`config.mk`:
```
export PLATFORM = sky130hd
export DESIGN_NAME = pt_walker
export DESIGN_NICKNAME = d
export VERILOG_FILES = /design/src/rtl/ptw_pkg.sv /design/src/rtl/ptw_precheck.sv /design/src/rtl/ptw_leaf_eval.sv /design/src/rtl/pt_walker.sv
export SDC_FILE = /design/constraint.sdc
export NUM_CORES = 1
export LEC_CHECK = 0
export CELL_PAD_IN_SITES_DETAIL_PLACEMENT = 2
export CELL_PAD_IN_SITES_GLOBAL_PLACEMENT = 2
export CORE_UTILIZATION = 30
export DETAILED_ROUTE_END_ITERATION = 8
export GPL_ROUTABILITY_DRIVEN = 0
export PLACE_DENSITY = 0.95
export SYNTH_ARGS = -nofsm -noshare
export SYNTH_HDL_FRONTEND = slang
export SYNTH_HIERARCHICAL = 1
export SYNTH_SLANG_ARGS = --single-unit
```
`constraint.sdc`:
```
create_clock -name clk -period 6.77 [get_ports clk]
set_input_delay 1.6925 -clock clk [delete_from_list [all_inputs] [get_ports clk]]
set_output_delay 1.6925 -clock clk [all_outputs]
set_load 0.005 [all_outputs]
```
`src/rtl/ptw_pkg.sv`:
```
package ptw_pkg;

  typedef enum logic [2:0] {
    FLT_TNV = 3'd0,
    FLT_ACV = 3'd1,
    FLT_FOR = 3'd2,
    FLT_FOE = 3'd3,
    FLT_FOW = 3'd4
  } fault_e;

  typedef enum logic [1:0] {
    ACC_RD    = 2'd0,
    ACC_WR    = 2'd1,
    ACC_EX    = 2'd2,
    ACC_PROBE = 2'd3
  } access_e;

  // entry bit positions the walker decodes
  localparam int PTE_VALID = 0;
  localparam int PTE_FOR   = 1;
  localparam int PTE_FOW   = 2;
  localparam int PTE_FOE   = 3;
  localparam int PTE_KRD   = 8;
  localparam int PTE_KWR   = 12;

endpackage

```
`src/rtl/ptw_precheck.sv`:
```
module ptw_precheck
  import ptw_pkg::*;
#(
  parameter int VA_W       = 64,
  parameter int IMPL_VA    = 43,
  parameter int SP_PA_BITS = 40,
  parameter int SP_MOVE_TO = 43
) (
  input  logic [VA_W-1:0] vaddr,
  input  logic [1:0]      priv,
  output logic            resolved,
  output logic            flt,
  output fault_e          code,
  output logic [VA_W-1:0] pa,
  output logic [2:0]      perm
);
  logic canon, super_pg, phys_mode;
  logic [VA_W-1:0] sp_pa;

  assign phys_mode = priv[1];
  assign canon     = (&vaddr[VA_W-1:IMPL_VA]) | ~(|vaddr[VA_W-1:IMPL_VA]);
  assign super_pg  = vaddr[VA_W-1] && (vaddr[IMPL_VA-1:IMPL_VA-2] == 2'b10);

  always_comb begin
    sp_pa = '0;
    sp_pa[SP_PA_BITS-1:0] = vaddr[SP_PA_BITS-1:0];
    sp_pa[SP_MOVE_TO]     = vaddr[SP_PA_BITS];
  end

  always_comb begin
    resolved = 1'b1;
    flt      = 1'b0;
    code     = FLT_TNV;
    pa       = '0;
    perm     = 3'b000;
    if (phys_mode) begin
      pa   = vaddr;
      perm = 3'b111;
    end else if (!canon) begin
      flt  = 1'b1;
      code = FLT_ACV;
    end else if (super_pg) begin
      if (priv != 2'd0) begin
        flt  = 1'b1;
        code = FLT_ACV;
      end else begin
        pa   = sp_pa;
        perm = 3'b111;
      end
    end else begin
      resolved = 1'b0;
    end
  end

  always_comb begin
    if (resolved && !flt) a_r4_sp_kernel_only: assert (phys_mode || priv == 2'd0);
  end
endmodule

```
`src/rtl/ptw_leaf_eval.sv`:
```
module ptw_leaf_eval
  import ptw_pkg::*;
#(
  parameter int PTE_W     = 64,
  parameter int PAGE_BITS = 13,
  parameter int PA_W      = 64
) (
  input  logic [PTE_W-1:0]     pte,
  input  logic [1:0]           access,
  input  logic                 user,
  input  logic [PAGE_BITS-1:0] offset,
  output logic                 flt,
  output fault_e               code,
  output logic [PA_W-1:0]      pa,
  output logic [2:0]           perm
);
  localparam int FRAME_W = PTE_W / 2;

  logic       rd_en, wr_en;
  logic [2:0] raw, masked, need;
  logic       unused_pte;

  assign rd_en  = pte[PTE_KRD + int'(user)];
  assign wr_en  = pte[PTE_KWR + int'(user)];
  assign raw    = {rd_en, wr_en, rd_en};           // X W R
  assign masked = raw & ~pte[PTE_FOE:PTE_FOR];
  assign unused_pte = ^{pte[FRAME_W-1:PTE_KWR+2], pte[PTE_KWR-1:PTE_KRD+2], pte[PTE_KRD-1:PTE_FOE+1]};

  always_comb begin
    unique case (access_e'(access))
      ACC_RD:  need = 3'b001;
      ACC_WR:  need = 3'b010;
      ACC_EX:  need = 3'b100;
      default: need = 3'b000;
    endcase
  end

  always_comb begin
    flt  = 1'b0;
    code = FLT_TNV;
    pa   = '0;
    perm = 3'b000;
    if (!pte[PTE_VALID]) begin
      flt = 1'b1;
    end else if (need != 3'b000 && (raw & need) == 3'b000) begin
      flt  = 1'b1;
      code = FLT_ACV;
    end else if (need != 3'b000 && (masked & need) == 3'b000) begin
      flt  = 1'b1;
      code = need[2] ? FLT_FOE : (need[1] ? FLT_FOW : FLT_FOR);
    end else begin
      pa[FRAME_W+PAGE_BITS-1:0] = {pte[PTE_W-1:FRAME_W], offset};
      perm = masked;
    end
  end

  always_comb begin
    a_r9_perm_subset: assert ((perm & ~raw) == 3'b000);
  end
endmodule

```
`src/rtl/pt_walker.sv`:
```
module pt_walker
  import ptw_pkg::*;
#(
  parameter int VA_W      = 64,
  parameter int PA_W      = 64,
  parameter int PAGE_BITS = 13,
  parameter int IDX_BITS  = 10,
  parameter int LEVELS    = 3,
  parameter int PTE_BYTES = 8,
  parameter int IMPL_VA   = 43
) (
  input  logic            clk,
  input  logic            rst,
  input  logic [PA_W-1:0] table_base,
  input  logic            req_valid,
  input  logic [VA_W-1:0] req_vaddr,
  input  logic [1:0]      req_access,
  input  logic [1:0]      req_priv,
  output logic            busy,
  output logic            mem_req_valid,
  output logic [PA_W-1:0] mem_req_addr,
  input  logic            mem_rsp_valid,
  input  logic [63:0]     mem_rsp_data,
  output logic            done,
  output logic            fault,
  output logic [2:0]      fault_code,
  output logic [PA_W-1:0] phys_addr,
  output logic [2:0]      perm
);
  localparam int ENT_SH  = $clog2(PTE_BYTES);
  localparam int LVL_W   = $clog2(LEVELS + 1);
  localparam int FRAME_W = 32;
  localparam int TOP_IDX = PAGE_BITS + IDX_BITS * LEVELS;

  typedef enum logic {S_IDLE, S_WAIT} state_e;

  state_e           state;
  logic [VA_W-1:0]  va_q;
  logic [1:0]       acc_q, priv_q;
  logic [LVL_W-1:0] lvl_q;
  logic             unused_bits;

  assign unused_bits = ^{va_q[VA_W-1:TOP_IDX], priv_q[1]};

  function automatic logic [PA_W-1:0] entry_addr(input logic [PA_W-1:0] base,
                                                 input logic [VA_W-1:0] va,
                                                 input int lvl);
    logic [VA_W-1:0] sh;
    logic [PA_W-1:0] off;
    sh  = va >> (PAGE_BITS + IDX_BITS * (LEVELS - lvl));
    off = '0;
    off[IDX_BITS+ENT_SH-1:ENT_SH] = sh[IDX_BITS-1:0];
    return base + off;
  endfunction

  function automatic logic [PA_W-1:0] next_base(input logic [63:0] pte);
    logic [PA_W-1:0] b;
    b = '0;
    b[FRAME_W+PAGE_BITS-1:PAGE_BITS] = pte[63:32];
    return b;
  endfunction

  // checks resolved without a walk
  logic            pre_res, pre_flt;
  fault_e          pre_code;
  logic [VA_W-1:0] pre_pa;
  logic [2:0]      pre_perm;

  ptw_precheck #(
    .VA_W(VA_W), .IMPL_VA(IMPL_VA), .SP_PA_BITS(40), .SP_MOVE_TO(43)
  ) u_pre (
    .vaddr(req_vaddr), .priv(req_priv), .resolved(pre_res), .flt(pre_flt),
    .code(pre_code), .pa(pre_pa), .perm(pre_perm)
  );

  // final-level evaluation
  logic            leaf_flt;
  fault_e          leaf_code;
  logic [PA_W-1:0] leaf_pa;
  logic [2:0]      leaf_perm;

  ptw_leaf_eval #(
    .PTE_W(64), .PAGE_BITS(PAGE_BITS), .PA_W(PA_W)
  ) u_leaf (
    .pte(mem_rsp_data), .access(acc_q), .user(priv_q[0]),
    .offset(va_q[PAGE_BITS-1:0]), .flt(leaf_flt), .code(leaf_code),
    .pa(leaf_pa), .perm(leaf_perm)
  );

  always_ff @(posedge clk) begin
    if (rst) begin
      state         <= S_IDLE;
      busy          <= 1'b0;
      done          <= 1'b0;
      mem_req_valid <= 1'b0;
      mem_req_addr  <= '0;
      fault         <= 1'b0;
      fault_code    <= 3'd0;
      phys_addr     <= '0;
      perm          <= 3'b000;
      va_q          <= '0;
      acc_q         <= 2'd0;
      priv_q        <= 2'd0;
      lvl_q         <= '0;
    end else begin
      done          <= 1'b0;
      mem_req_valid <= 1'b0;
      unique case (state)
        S_IDLE: begin
          if (req_valid) begin
            va_q   <= req_vaddr;
            acc_q  <= req_access;
            priv_q <= req_priv;
            if (pre_res) begin
              done       <= 1'b1;
              fault      <= pre_flt;
              fault_code <= pre_code;
              phys_addr  <= pre_pa;
              perm       <= pre_perm;
            end else begin
              busy          <= 1'b1;
              mem_req_valid <= 1'b1;
              mem_req_addr  <= entry_addr(table_base, req_vaddr, 1);
              lvl_q         <= LVL_W'(1);
              state         <= S_WAIT;
            end
          end
        end
        S_WAIT: begin
          if (mem_rsp_valid) begin
            if (lvl_q != LVL_W'(LEVELS)) begin
              if (!mem_rsp_data[PTE_VALID] || !mem_rsp_data[PTE_KRD]) begin
                done       <= 1'b1;
                busy       <= 1'b0;
                state      <= S_IDLE;
                fault      <= 1'b1;
                fault_code <= mem_rsp_data[PTE_VALID] ? FLT_ACV : FLT_TNV;
                phys_addr  <= '0;
                perm       <= 3'b000;
              end else begin
                mem_req_valid <= 1'b1;
                mem_req_addr  <= entry_addr(next_base(mem_rsp_data), va_q, int'(lvl_q) + 1);
                lvl_q         <= lvl_q + LVL_W'(1);
              end
            end else begin
              done       <= 1'b1;
              busy       <= 1'b0;
              state      <= S_IDLE;
              fault      <= leaf_flt;
              fault_code <= leaf_code;
              phys_addr  <= leaf_pa;
              perm       <= leaf_perm;
            end
          end
        end
        default: state <= S_IDLE;
      endcase
    end
  end

  a_r11_done_pulse: assert property (@(posedge clk) disable iff (rst)
    done |=> !done);
  a_r11_done_not_busy: assert property (@(posedge clk) disable iff (rst)
    done |-> !busy);
  a_r5_req_pulse: assert property (@(posedge clk) disable iff (rst)
    mem_req_valid |=> !mem_req_valid);
  a_r5_req_in_walk: assert property (@(posedge clk) disable iff (rst)
    mem_req_valid |-> busy);
  a_r5_walk_starts: assert property (@(posedge clk) disable iff (rst)
    $rose(busy) |-> mem_req_valid);
  a_r12_fault_clears: assert property (@(posedge clk) disable iff (rst)
    (done && fault) |-> (perm == 3'b000 && phys_addr == '0));
endmodule

```
==> results of run 1 <==
-- sequential cells by signal (all words and copies together), names as in the netlist --
name	count
lvl_q	2
mem_req_addr	64
busy	1
done	1
state	1
mem_req_valid	1
va_q	64
acc_q	2
fault	1
perm	3
phys_addr	64
fault_code	3
priv_q	1
-- metrics by stage --
step           hold slack (ns)  utilization, %
6_report                 0.483            41.2
5_1_grt                  0.513            41.2
4_1_cts                  0.482            41.2
3_5_place_dp             0.455            38.8
3_3_place_gp             0.438            38.8
2_1_floorplan            0.432               -
-- power groups by stage --
| stage | clock [mW] | sequential [mW] | combinational (mW) |
|---|---|---|---|
| floorplan | 0 | 1.33 | 0.264 |
| global placement | 0 | 1.34 | 0.513 |
| detailed placement | 0 | 1.35 | 0.544 |
| CTS | 1.67 | 1.32 | 0.557 |
| global route | 1.71 | 1.33 | 0.595 |
| finish | 1.65 | 1.32 | 0.560 |
-- logic make-up (layout without fill, tap and decap cells) --
| kind of cell | count (synthesis) | after routing | synth area share [%] |
|---|---|---|---|
| AOI/OAI and AO/OA | 349 | 349 | 18.1 |
| xor gates and xnor gates | 55 | 55 | 3.80 |
| adders and majority gates | 16 | 16 | 1.64 |
| buffers and inverters | 176 | 403 | 6.46 |
| DFF | 208 | 208 | 32.8 |
| muxes | 85 | 85 | 11.4 |
| other | 2 | 24 | 0.0592 |
| and+or+nand+nor | 665 | 665 | 25.7 |
-- final timing paths --
kind	slack, ns	depth (start not counted)	from	endpoint
setup / recovery	1.46	12	req_vaddr[61]	mem_req_addr[56]
setup reg to reg	2.15	10	lvl_q[0]	mem_req_addr[3]
hold reg to reg	0.48	2	mem_req_addr[23]	mem_req_addr[23]
hold / removal	0.48	2	mem_req_addr[23]	mem_req_addr[23]
-- synth_stat cells (5+ instances only) --
library cell  number  area share [%]
nand2_1          216             6.4
dfxtp_1          208              33
nor2_1           133             3.9
a21oi_1          123             4.9
clkbuf_1         107             3.2
nor3_1            92             3.6
a221oi_1          79             5.5
and3_1            72             3.6
o21ai_0           50             2.0
mux4_2            46             8.2
nor2b_1           45             2.2
xnor2_1           36             2.5
mux2i_1           32             2.5
buf_4             28             1.7
and2_1            25             1.2
o22ai_1           24             1.2
nand3_1           23            0.91
xor2_1            19             1.3
ha_1              15             1.5
inv_1             15            0.44
buf_2             13            0.51
nand4_1           13            0.64
a211oi_1          11            0.65
nor4_1            11            0.54
a31oi_1            7            0.35
a21o_1             6            0.36
buf_1              6            0.18
mux2_2             6            0.53
nand2b_1           6            0.30
a22oi_1            5            0.30
and4_1             5            0.35
buf_6              5            0.44
nor4_2             5            0.49
o211ai_1           5            0.30
o21ai_1            5            0.20
-- final cells by class --
cell class | instances | area [um2]
Antenna cell | 3 | 7.51
Tap cell | 532 | 666
Timing Repair Buffer | 336 | 3300
Clock inverter | 15 | 236
Multi-Input combinational cell | 1191 | 7810
Fill cell | 4503 | 24300
Sequential cell | 208 | 4170
Inverter | 17 | 63.8
Clock buffer | 35 | 756
-- routing by layer --
layer | vias to the layer above | track usage (%)
met2 | 565 | 53.3
met4 | 2 | 14.2
met1 | 7112 | 32.9
met5 | - | 0
met3 | 187 | 6.87
li1 | 6074 | -
-- worst reg2reg max path: stages (launching register included) --
cell      delay [ns]
dfxtp_2         0.31
buf_4           0.61
inv_2           0.30
ha_2            0.76
buf_4           0.64
mux4_2          0.67
mux4_2          0.50
nand2_1         0.10
o21ai_0         0.12
a221oi_1        0.35
nor2_1          0.08
==> results.md, run 1 <==
* Arrival time worst endpoint at 5.77 ns
* PD cells at 208 mW/mm2
* Nets at 1997
* Worst Setup End Kind: flip-flop
* CP max stage cell: or4_1
* Final-report hold violation count at 0
* CP startpoint kind: primary input
* Met3 WL at between 4000 and 5000 um
* Slowest stage delay, CP at roughly 0.6 ns
* CP max FO at 40
* Routed wire length at 65500 um
* Initial core utilization at 30.7%
* DP HPWL at 44800 um
* WL/cell at 28.0 um
* Core Box Area at just over 0.04 mm2
* Initial DRC Count at between 800 and 900
* Met1 Wirelength at between 20000 and 25000 um
* Distinct cells, synth at between 70 and 80
* Placement Setup Slack at 1.08 ns
* CP cell instances: clkdlybuf4s50_1 -> or4_1 -> o41a_1 -> a311o_1 -> nor2_1 -> buf_4 -> a21oi_1 -> a21o_1 -> nor2_1 -> nand2_1 -> buf_4 -> o21ai_0
* Root buf cell: clkbuf_16
* Die Y at about 210 um
* RSZ-0062 raised after global routing: false
* Maximum vdd drop at 0.188 mV
* Async SR Flop Fraction at 0%
* Fin crit share at roughly four fifths
* Synth warn at 6
* Post-Syn Instances at around 1600
* Internal power at 2.55 mW
* CTS sink count at 208
* Rel. slew slack at 35.8%
* CP Class: primary input to flip-flop
* Area Growth Syn to Fin at 34.2%
* Worst-path clk slew at around 0.060 ns
* Logic pwr share at ~16%
* Worst-margin pin slew at 0.963 ns
* Share of layout cells above drive strength 1 at 8.49%
* Share of power burned in registers at 37.5%
* Final Cell Area at 0.0170 mm2
* Switching share of total power at roughly 28%
* Critical path buffers and inverters at 3
* GRT overflow at 0
* DP Area at between 0.015 and 0.02 mm2
* Clock network fraction of total power at between 40 and 50%
* Post-synth EDFFs at 0
* Post-CTS Setup Bufs at 0
* DR vias at 13940
* Number of global-route vias before repair at between 15000 and 20000
* P_sw at 0.980 mW
* Count of final setup violators at 0
* HP Class: flip-flop to flip-flop
* Sequential fraction of the synthesis area at about 33%
* Inst Count DP at ~2300
* CTS buffer count at 27
* Most frequent cells in the layout: 311 x clkdlybuf4s50_1, 216 x nand2_1, 206 x dfxtp_1
* Initial antenna violation count at 4
* IO buf count at 313
* Metal2 WL at 33100 um
* Syn_area_per_cell at a little over 8 um2
* Number of synthesized register bits at between 200 and 250
* Number of max-cap violations at 0
* Max Slew Vio Count at 0
* Status: complete, no violations
* Clk buf depth at 3
* Detail Route Antenna Nets at 0
* Final min period at 5.31 ns
* Top delay family on crit path: compound AO/OA/AOI/OAI gates
* Vias per cell at 5.96
* First-pass GRT wire length at 99000 um
* Fmax at 0.188 GHz
* DR pass1 iterations at 5
* Pin count of the biggest net entering global routing at 80
* Final WS setup at 1.46 ns
* Post-route DRC at 0
* Htree depth at 1
* Cell row count at 74
* Final std cells w/o fill at 2337
* LEAKAGE at 6.09 nW
* Overall Power at 3.53 mW
* Cell Area, Synth at 0.0127 mm2
* CTS Hold Bufs at 0
* Cts repair resizes at 0
* Clock latency on the worst-skew pair at between 0.5 and 0.6 ns
* Total Die Area at 0.0431 mm2
* DR top layer: met5
* IO Pins at 338
* CTS tree: done
* Ys flop type: dfxtp_1
* GRT Total Usage at 29.7%
* Most common cell after layout, fill and taps aside: clkdlybuf4s50_1
* Worst path required time at 7.22 ns
* Floorplan die width at between 200 and 250 um
* Setup TNS at 0 ns
* Clk_skew at 0.0330 ns
Note: power is estimated with default switching activity, not from simulation.
==> run 2: changes to the inputs <==
CORE_UTILIZATION = 25   (was 30)
PLACE_DENSITY = 0.86   (was 0.95)
clock period = 4.3 ns   (was 6.77 ns; I/O delays follow)
==> run 2 against run 1 <==
Compared with the run above: flip-flop and latch count unchanged; core utilization fell by 6.4 points; largest power group unchanged; via count fell by 3.7%; sequential power increased by 58%; critical path type unchanged; design area rose by 2.5%; power increased by 48%; die area grew 20%; critical endpoint is now mem_req_addr[54]; worst setup slack lost 1.2 ns; clock skew shrank 0.019 ns; sequential share of layout area shrank 0.60 points; critical path depth shrank 1.
==> results.md, run 2 (same netlist as run 1, synthesis figures left out) <==
* Status: complete, no violations
* Vias per cell at ~5.4
* Largest regs: mem_req_addr (64), phys_addr (64), va_q (64)
* Max Slew Vio Count at 0
* LEAKAGE at 6.24 nW
* CTS Hold Bufs at 0
* Most frequent cells in the layout: 311 x clkdlybuf4s50_1, 216 x nand2_1, 206 x dfxtp_1
* Root buf cell: clkbuf_16
* Worst-path clk slew at roughly 0.05 ns
* Share of layout cells above drive strength 1 at approximately a tenth
* CTS sink count at ~210
* CP endpoint: mem_req_addr[54]
* Die Y at 227 um
* DP HPWL at 45300 um
* Fmax at 0.250 GHz
* Worst path required time at between 4 and 5 ns
* Initial antenna violation count at 2
* Post-CTS Setup Bufs at 0
* Pin count of the biggest net entering global routing at 69
* Crit. Startpoint: req_vaddr[61]
* Gr busiest metal: met2
* Cell row count at 82
* Clk buf depth at 3
* Floorplan die width at between 200 and 250 um
* Nets at 2031
* Met3 Use GR at 4.83%
* Final Cell Area at 0.0174 mm2
* Final min period at 4.00 ns
* Core Box Area at ~0.05 mm2
* DR pass1 iterations at 5
* Number of global-route vias before repair at between 10000 and 15000
* Worst r2r dst: mem_req_addr[9]
* Worst-margin pin slew at 1.21 ns
* PD cells at roughly 300 mW/mm2
* Total Die Area at 0.0516 mm2
* WL/cell at 24.4 um
* CP startpoint kind: primary input
* HP Class: flip-flop to flip-flop
* Number of max-cap violations at 0
* Htree depth at 1
* Final std cells w/o fill at roughly 2500
* CP Class: primary input to flip-flop
* Routed wire length at ~60000 um
* Number of fill cells at 5699
* Overall Power at 5.24 mW
* Post-route DRC at 0
* Most common cell after layout, fill and taps aside: clkdlybuf4s50_1
* Clk_skew at around 0.014 ns
* GRT Total Usage at 23.4%
* CP max FO at 40
* Count of final setup violators at 0
* M2 GR Usage at between 40% and 50%
* DP Area at 0.0166 mm2
* Fin crit share at 93.1%
* Flop-to-flop setup slack at 1.17 ns
* Area Growth Syn to Fin at 37.5%
* Reg2Reg Launch Point: lvl_q[1]
* Worst Setup End Kind: flip-flop
* RSZ-0062 raised after global routing: false
* R2R cell count at 10
* Clock latency on the worst-skew pair at 0.56 ns
* CTS tree: done
* IO buf count at 313
* Rel. slew slack at 19.5%
* GRT overflow at 0
* Initial DRC Count at between 700 and 800
* Final-report hold violation count at 0
* DR vias at ~13000
* Arrival time worst endpoint at 4.46 ns
* Detail Route Antenna Nets at 0
* First-pass GRT wire length at 92500 um
* Initial core utilization at about 25%
* Maximum vdd drop at 0.260 mV
* GR Util met1 at between 20% and 30%
* Inst Count DP at 2458
* Cts repair resizes at 0
* CTS buffer count at 27
* IO Pins at 338
[run 2: changes by cell type in the layout (fill, tap and decap cells not counted), sizes merged, moves of 2 or more]
| cell | change |
|---|---|
| buf | +34 |
| clkbuf | +5 |
| clkinv | -2 |
| diode | -2 |
| bufinv | -4 |
[run 2: how the worst min path moves through the flow]
stage	to	start	depth (start not counted)	slack, ns
after detailed placement	mem_req_addr[59]	mem_req_addr[59]	2	0.45
after global placement	va_q[0]	va_q[0]	2	0.44
final	mem_req_addr[53]	mem_req_addr[53]	2	0.46
after global routing	mem_req_addr[53]	mem_req_addr[53]	2	0.50
after CTS	mem_req_addr[53]	mem_req_addr[53]	2	0.46
after floorplan	va_q[0]	va_q[0]	2	0.43
[run 2: area by class of cell]
class	instances	area [um2]	area share [%]
clock buffer	40	764	4.38
multi-input combinational	1191	7810	44.8
clock inverter	7	90.1	0.517
tap	672	841	4.82
timing repair buffer	370	3690	21.2
inverter	17	63.8	0.366
sequential	208	4170	23.9
antenna	1	2.50	0.0144
[run 2: metrics by stage]
stage | TNS (ns) | utilization, % | setup slack [ns] | hold slack [ns]
after floorplan | 0 | - | 0.686 | 0.432
after global placement | -0.00743 | 33.1 | -0.00594 | 0.440
after detailed placement | -4.24 | 33.1 | -0.142 | 0.451
after CTS | 0 | 34.8 | 0.320 | 0.464
after global routing | 0 | 34.8 | 0.112 | 0.497
final | 0 | 34.8 | 0.297 | 0.460
[run 2: per-layer routing]
metal / vias up / routed length (um)
met5: - / 12
met4: 2 / 1580
met3: 95 / 3490
met2: 393 / 31500
met1: 6813 / 24500
li1: 6119 / -
[run 2: power breakdown]
group | switching [mW] | total, mW | internal (mW)
logic | 0.464 | 0.901 | 0.437
registers | 0.0772 | 2.08 | 2.01
clock network | 0.921 | 2.26 | 1.34
[run 2: worst max-delay path, cell delays in order]
cell and delay (ns):
clkdlybuf4s50_1 0.42, or4_1 0.64, o41a_1 0.47, a311o_1 0.46
nor2_1 0.22, a21oi_1 0.13, a21o_1 0.26, nor2_1 0.14
nand2_1 0.11, buf_12 0.23, o21ai_0 0.26
